[config.mk]
export PLATFORM = sky130hd
export DESIGN_NAME = fdc_rate_ctl
export DESIGN_NICKNAME = d
export VERILOG_FILES = /design/src/rtl/fdc_rate_pkg.sv /design/src/rtl/fdc_host_decode.sv /design/src/rtl/fdc_rate_arb.sv /design/src/rtl/fdc_swrst_pulse.sv /design/src/rtl/fdc_power_ctl.sv /design/src/rtl/fdc_rate_ctl.sv
export SDC_FILE = /design/constraint.sdc
export NUM_CORES = 1
export LEC_CHECK = 0
export ABC_AREA = 1
export BUFFER_PORTS_ARGS = -buffer_cell sky130_fd_sc_hd__buf_2
export CAP_MARGIN = 5
export CORE_MARGIN = 8
export CORE_UTILIZATION = 46
export CTS_CLUSTER_SIZE = 28
export DETAILED_ROUTE_END_ITERATION = 8
export PLACE_DENSITY = 0.75
export REMOVE_ABC_BUFFERS = 1
export SLEW_MARGIN = 0
export SYNTH_ARGS = -nofsm -noshare
export SYNTH_HDL_FRONTEND = slang
export SYNTH_SLANG_ARGS = --single-unit
[constraint.sdc]
create_clock -name clk -period 1.8 [get_ports clk]
set_input_delay 0.27 -clock clk [delete_from_list [all_inputs] [get_ports clk]]
set_output_delay 0.27 -clock clk [all_outputs]
set_load 0.05 [all_outputs]
[src/rtl/fdc_rate_pkg.sv]
package fdc_rate_pkg;

  // Bit positions inside the rate/power control byte.
  localparam int unsigned RATE_LSB   = 0;
  localparam int unsigned PCOMP_LSB  = 2;
  localparam int unsigned RSVD_BIT   = 5;
  localparam int unsigned LPWR_BIT   = 6;
  localparam int unsigned SWRST_BIT  = 7;

  // Which register supplied the effective rate most recently.
  typedef enum logic {
    SRC_RATE_REG = 1'b0,
    SRC_CFG_REG  = 1'b1
  } rate_src_e;

endpackage

[src/rtl/fdc_host_decode.sv]
module fdc_host_decode #(
  parameter int unsigned ADDR_W   = 3,
  parameter int unsigned RATE_OFS = 4,
  parameter int unsigned DATA_OFS = 5,
  parameter int unsigned CFG_OFS  = 7
) (
  input  logic [ADDR_W-1:0] addr,
  input  logic              wr,
  input  logic              rd,
  output logic              rate_wr,
  output logic              cfg_wr,
  output logic              wake
);

  localparam logic [ADDR_W-1:0] RATE_A = ADDR_W'(RATE_OFS);
  localparam logic [ADDR_W-1:0] DATA_A = ADDR_W'(DATA_OFS);
  localparam logic [ADDR_W-1:0] CFG_A  = ADDR_W'(CFG_OFS);

  logic hit_rate;
  logic hit_data;
  logic hit_cfg;

  always_comb begin
    hit_rate = (addr == RATE_A);
    hit_data = (addr == DATA_A);
    hit_cfg  = (addr == CFG_A);
    rate_wr  = wr & hit_rate;
    cfg_wr   = wr & hit_cfg;
    // A read at the rate offset is a status read; the data port wakes on any access.
    wake     = (rd & hit_rate) | ((rd | wr) & hit_data);
  end

endmodule

[src/rtl/fdc_rate_arb.sv]
module fdc_rate_arb
  import fdc_rate_pkg::*;
#(
  parameter int unsigned      RATE_W   = 2,
  parameter logic [RATE_W-1:0] RST_RATE = 2'b10
) (
  input  logic              clk,
  input  logic              rst_n,
  input  logic              rate_wr,
  input  logic              cfg_wr,
  input  logic [RATE_W-1:0] wr_rate,
  output logic [RATE_W-1:0] eff_rate
);

  logic [RATE_W-1:0] own_rate_q, own_rate_d;
  logic [RATE_W-1:0] cfg_rate_q, cfg_rate_d;
  rate_src_e         src_q, src_d;

  always_comb begin
    own_rate_d = own_rate_q;
    cfg_rate_d = cfg_rate_q;
    src_d      = src_q;
    if (rate_wr) begin
      own_rate_d = wr_rate;
      src_d      = SRC_RATE_REG;
    end else if (cfg_wr) begin
      cfg_rate_d = wr_rate;
      src_d      = SRC_CFG_REG;
    end
  end

  always_ff @(posedge clk or negedge rst_n) begin
    if (!rst_n) begin
      own_rate_q <= RST_RATE;
      cfg_rate_q <= RST_RATE;
      src_q      <= SRC_RATE_REG;
    end else begin
      if (rate_wr) own_rate_q <= own_rate_d;
      if (cfg_wr)  cfg_rate_q <= cfg_rate_d;
      if (rate_wr | cfg_wr) src_q <= src_d;
    end
  end

  assign eff_rate = (src_q == SRC_CFG_REG) ? cfg_rate_q : own_rate_q;

endmodule

[src/rtl/fdc_swrst_pulse.sv]
module fdc_swrst_pulse #(
  parameter int unsigned PULSE_CYCLES = 4
) (
  input  logic clk,
  input  logic rst_n,
  input  logic start,
  input  logic ext_rst,
  output logic core_reset
);

  localparam int unsigned CNT_W = $clog2(PULSE_CYCLES + 1);
  localparam logic [CNT_W-1:0] CNT_LOAD = CNT_W'(PULSE_CYCLES);

  logic [CNT_W-1:0] cnt_q, cnt_d;
  logic             rst_q, rst_d;

  always_comb begin
    if (start)
      cnt_d = CNT_LOAD;
    else if (cnt_q != '0)
      cnt_d = cnt_q - 1'b1;
    else
      cnt_d = cnt_q;
    rst_d = (cnt_d != '0) | ext_rst;
  end

  always_ff @(posedge clk or negedge rst_n) begin
    if (!rst_n) begin
      cnt_q <= '0;
      rst_q <= 1'b0;
    end else begin
      cnt_q <= cnt_d;
      rst_q <= rst_d;
    end
  end

  assign core_reset = rst_q;

endmodule

[src/rtl/fdc_power_ctl.sv]
module fdc_power_ctl (
  input  logic clk,
  input  logic rst_n,
  input  logic enter,
  input  logic leave,
  output logic low_power
);

  logic lp_q, lp_d;

  always_comb begin
    lp_d = lp_q;
    if (leave)
      lp_d = 1'b0;
    else if (enter)
      lp_d = 1'b1;
  end

  always_ff @(posedge clk or negedge rst_n) begin
    if (!rst_n) lp_q <= 1'b0;
    else        lp_q <= lp_d;
  end

  assign low_power = lp_q;

endmodule

[src/rtl/fdc_rate_ctl.sv]
module fdc_rate_ctl
  import fdc_rate_pkg::*;
#(
  parameter int unsigned ADDR_W       = 3,
  parameter int unsigned DATA_W       = 8,
  parameter int unsigned RATE_W       = 2,
  parameter int unsigned PCOMP_W      = 3,
  parameter int unsigned PULSE_CYCLES = 4,
  parameter int unsigned RATE_OFS     = 4,
  parameter int unsigned DATA_OFS     = 5,
  parameter int unsigned CFG_OFS      = 7
) (
  input  logic               clk,
  input  logic               rst_n,
  input  logic [ADDR_W-1:0]  host_addr,
  input  logic               host_wr,
  input  logic               host_rd,
  input  logic [DATA_W-1:0]  host_wdata,
  input  logic               dor_reset,
  output logic [RATE_W-1:0]  eff_rate,
  output logic [PCOMP_W-1:0] precomp,
  output logic               low_power,
  output logic               core_reset
);

  localparam logic [RATE_W-1:0]  RST_RATE  = RATE_W'(2);
  localparam logic [PCOMP_W-1:0] RST_PCOMP = '0;
  localparam logic [DATA_W-1:0]  RSVD_MASK = ~(DATA_W'(1) << RSVD_BIT);

  logic               rate_wr, cfg_wr, wake;
  logic [DATA_W-1:0]  wbyte;
  logic               sw_start, lp_enter, lp_leave;
  logic [PCOMP_W-1:0] pcomp_q, pcomp_d;

  fdc_host_decode #(
    .ADDR_W  (ADDR_W),
    .RATE_OFS(RATE_OFS),
    .DATA_OFS(DATA_OFS),
    .CFG_OFS (CFG_OFS)
  ) i_decode (
    .addr   (host_addr),
    .wr     (host_wr),
    .rd     (host_rd),
    .rate_wr(rate_wr),
    .cfg_wr (cfg_wr),
    .wake   (wake)
  );

  // Reserved bit is forced to zero before anything is stored.
  always_comb begin
    wbyte    = host_wdata & RSVD_MASK;
    sw_start = rate_wr & wbyte[SWRST_BIT];
    lp_enter = rate_wr & wbyte[LPWR_BIT] & ~wbyte[SWRST_BIT];
    lp_leave = wake | sw_start | dor_reset;
    pcomp_d  = rate_wr ? wbyte[PCOMP_LSB +: PCOMP_W] : pcomp_q;
  end

  always_ff @(posedge clk or negedge rst_n) begin
    if (!rst_n)       pcomp_q <= RST_PCOMP;
    else if (rate_wr) pcomp_q <= pcomp_d;
  end

  assign precomp = pcomp_q;

  fdc_rate_arb #(
    .RATE_W  (RATE_W),
    .RST_RATE(RST_RATE)
  ) i_arb (
    .clk     (clk),
    .rst_n   (rst_n),
    .rate_wr (rate_wr),
    .cfg_wr  (cfg_wr),
    .wr_rate (wbyte[RATE_LSB +: RATE_W]),
    .eff_rate(eff_rate)
  );

  fdc_swrst_pulse #(
    .PULSE_CYCLES(PULSE_CYCLES)
  ) i_pulse (
    .clk       (clk),
    .rst_n     (rst_n),
    .start     (sw_start),
    .ext_rst   (dor_reset),
    .core_reset(core_reset)
  );

  fdc_power_ctl i_power (
    .clk      (clk),
    .rst_n    (rst_n),
    .enter    (lp_enter),
    .leave    (lp_leave),
    .low_power(low_power)
  );

endmodule

==> flow_metrics.py <==
metrics = {
    "outcome": {
        "status": "finished clean",
    },
    "sta": {
        "period_share_pct": 83.8,
        "relSlewSlack_pct": 81.0,
        "hold_viol_final": 0,
        "fin_crit_ns": 1.51,
        "setup_viol": 0,
        "tns_ns": 0,
        "max_slew.worst_pin.slew_ns": 0.285,
        "slew_viol_final": 0,
        "skew_ns": 0.000738,
        "rsz0062_at_grt": "false",
        "max_freq_mhz": 663,
        "finalWorstSetupSlack_ns": 0.291,
    },
    "critical_path": {
        "crit_required_ns": 1.53,
        "path_max_fanout": 2,
        "slowest_delay_ns": 0.54,
        "critPathLaunchType": "flop",
        "cp-end-kind": "output port",
        "worstSetupPathType": "flop to output port",
        "crit_chain": "nor2_1, a21oi_1, buf_2",
        "cpMaxStageDelayCell": "dfstp_2",
        "arrival_ns": 1.24,
    },
    "clock_network": {
        "cts_buffers": 3,
        "cts_sinks": 13,
        "clock-root-buffer": "clkbuf_4",
        "htree_levels": 1,
        "clock_latency_ns": 0.27,
        "clockBufferDepth": 2,
        "clkTransAtPathRegs_ns": 0.09,
        "cts_tree": "done",
    },
    "global_routing": {
        "grt_first_pass_wirelength_um": 2490,
        "overflow": 0,
        "grt_usage_pct": 11.1,
        "antenna_found_initial": 0,
        "grt_pass1_vias": 569,
        "grt_max_degree": 14,
    },
    "synth": {
        "ys_warn_count": 0,
        "synth-seq-cells": 13,
        "synth.area.top_cells": "dfrtp_1 42%, inv_1 9.2%, nand2_1 9.2%",
        "synthCells": 76,
        "seq_area_frac_synth_pct": 50.0,
        "postSynthAreaPerCell_um2": 8.63,
        "syn_area_um2": 656,
        "synthDistinctLibCells": 18,
        "async_flop_share_pct": 100,
        "yosysTopAreaCell": "dfrtp_1",
        "synthFlopType": "dfrtp_1",
        "synth_top_area_share_pct": 42.0,
        "synth_enable_flop_cells": 0,
    },
    "place": {
        "gp_congestion": 0.843,
        "placed_area_um2": 768,
        "io_buffers": 21,
        "dp.cells": 111,
        "dp_hpwl_um": 1140,
        "post-place-ws_ns": 0.368,
    },
    "power": {
        "leakage_nw": 0.445,
        "power_density_nw_per_um2": 1230,
        "irDropWorstVdd_uv": 599,
    },
    "detailed_routing": {
        "wl_um": 1390,
        "wire_per_inst_um": 12.0,
        "first_pass_iters": 5,
        "ant_nets": 0,
        "vias": 551,
        "drc_errors": 0,
        "first_iter_violations": 15,
        "viasPerCell": 4.75,
    },
    "cells_and_area": {
        "final_layout_size_suffix_gt1_share_pct": 33.7,
        "area_growth_syn_to_layout_pct": 22.9,
        "fin_cells": 116,
        "final_nets": 121,
        "postLayoutCoreUtil_pct": 61.2,
        "n_antenna_cell": 0,
        "fin_area_um2": 806,
    },
    "die": {
        "core_um2": 1320,
        "initial_core_util_pct": 49.8,
        "io_pins": 23,
        "fp.dieW_um": 53.8,
        "die_h_um": 53.8,
        "dieArea_um2": 2890,
        "rows": 13,
    },
    "min_path": {
        "worstHoldPathType": "input port to flop",
    },
    "flow_run": {
        "maxCapViolCount": 0,
    },
}
-- placed cells by master, fill, tap and decap left out --
| cell | count |
|---|---|
| nor2_2 | 1 |
| nand4_1 | 2 |
| nand3_2 | 1 |
| nand2_1 | 16 |
| xnor2_1 | 1 |
| or2_0 | 1 |
| dlygate4sd3_1 | 1 |
| clkbuf_4 | 3 |
| dfstp_2 | 2 |
| o21ai_0 | 3 |
| ha_1 | 3 |
| dfrtp_1 | 11 |
| buf_2 | 21 |
| a21oi_1 | 2 |
| o21ai_1 | 1 |
| o21ai_2 | 5 |
| nand3_1 | 2 |
| inv_1 | 16 |
| nor3_1 | 1 |
| clkinv_2 | 1 |
| nor2_1 | 7 |
-- final timing paths --
kind                            cells past startpoint           startpoint  slack, ns                  end
worst max-delay path                                3  i_arb.own_rate_q[1]       0.29          eff_rate[1]
min in group asynchronous                           2                rst_n       0.41           precomp[1]
max in group asynchronous                           2                rst_n       1.11  i_arb.cfg_rate_q[1]
worst min register to register                      2  i_arb.own_rate_q[0]       0.49  i_arb.own_rate_q[0]
worst max register to register                      7     i_pulse.cnt_q[0]       0.38   i_pulse.core_reset
worst min-delay path                                3        host_wdata[1]       0.22  i_arb.own_rate_q[1]
-- registers in the layout, summed over array words and instances (netlist names) --
| signal | cells |
|---|---|
| i_pulse.core_reset | 1 |
| i_arb.src_q | 1 |
| i_pulse.cnt_q | 3 |
| i_arb.own_rate_q | 2 |
| precomp | 3 |
| i_power.low_power | 1 |
| i_arb.cfg_rate_q | 2 |
-- area by class of cell --
class                   count  area, um^2
fillers                   108         512
flip-flops and latches     13         328
multi-input cells          46         256
repair buffers             22         115
inverters                  16        60.1
clock buffers               3        22.5
well taps                  15        18.8
clock inverters             1        5.00
-- metal layers --
layer	GRT usage [%]	part of all wire (%)
met3	3.03	3.8
met5	0	0
met4	2.52	1.1
met1	12.6	43
met2	20.1	52
-- power by group --
part	internal [mW]	switching, mW
logic	0.133	0.276
clock network	0.0821	0.0961
registers	0.369	0.0354
-- synth_stat cells, types with 2 or more instances --
| library cell | count |
|---|---|
| nand2_1 | 16 |
| o21ai_2 | 5 |
| dfstp_2 | 2 |
| a21oi_1 | 2 |
| ha_1 | 3 |
| o21ai_0 | 3 |
| nand4_1 | 2 |
| nor2_1 | 7 |
| dfrtp_1 | 11 |
| nand3_1 | 2 |
| inv_1 | 16 |
-- critical path, delay by kind of cell (launching register included) --
kind                   cells  cell delay [ns]
and+or+nand+nor            1             0.04
buffers and inverters      1             0.28
AOI/OAI and AO/OA          1             0.11
DFF                        1             0.54
-- through the flow --
stage / total power [mW] / hold slack (ns)
2_1_floorplan: 0.717 / -0.0256
4_1_cts: 1.01 / 0.217
6_report: 0.992 / 0.220
5_1_grt: 1.08 / 0.226
3_3_place_gp: 0.803 / 0.170
3_5_place_dp: 0.826 / 0.174
-- repair_timing --
action	CTS	global route
resized for setup	0	0
setup buffers	0	0
endpoints found under the hold margin	11	0
hold buffers	1	0
-- logic make-up (layout without fill, tap and decap cells) --
kind of cell | after synthesis | in the layout | share of synthesized area (%)
AND/OR/NAND/NOR | 31 | 31 | 20.8
XOR/XNOR | 1 | 1 | 1.34
AO/OA/AOI/OAI | 11 | 11 | 11.3
buffers and inverters | 17 | 42 | 10.9
adder cells (fa/ha/maj) | 3 | 3 | 5.73
flip-flops | 13 | 13 | 50.0
Power figures use the tool's default switching activity.
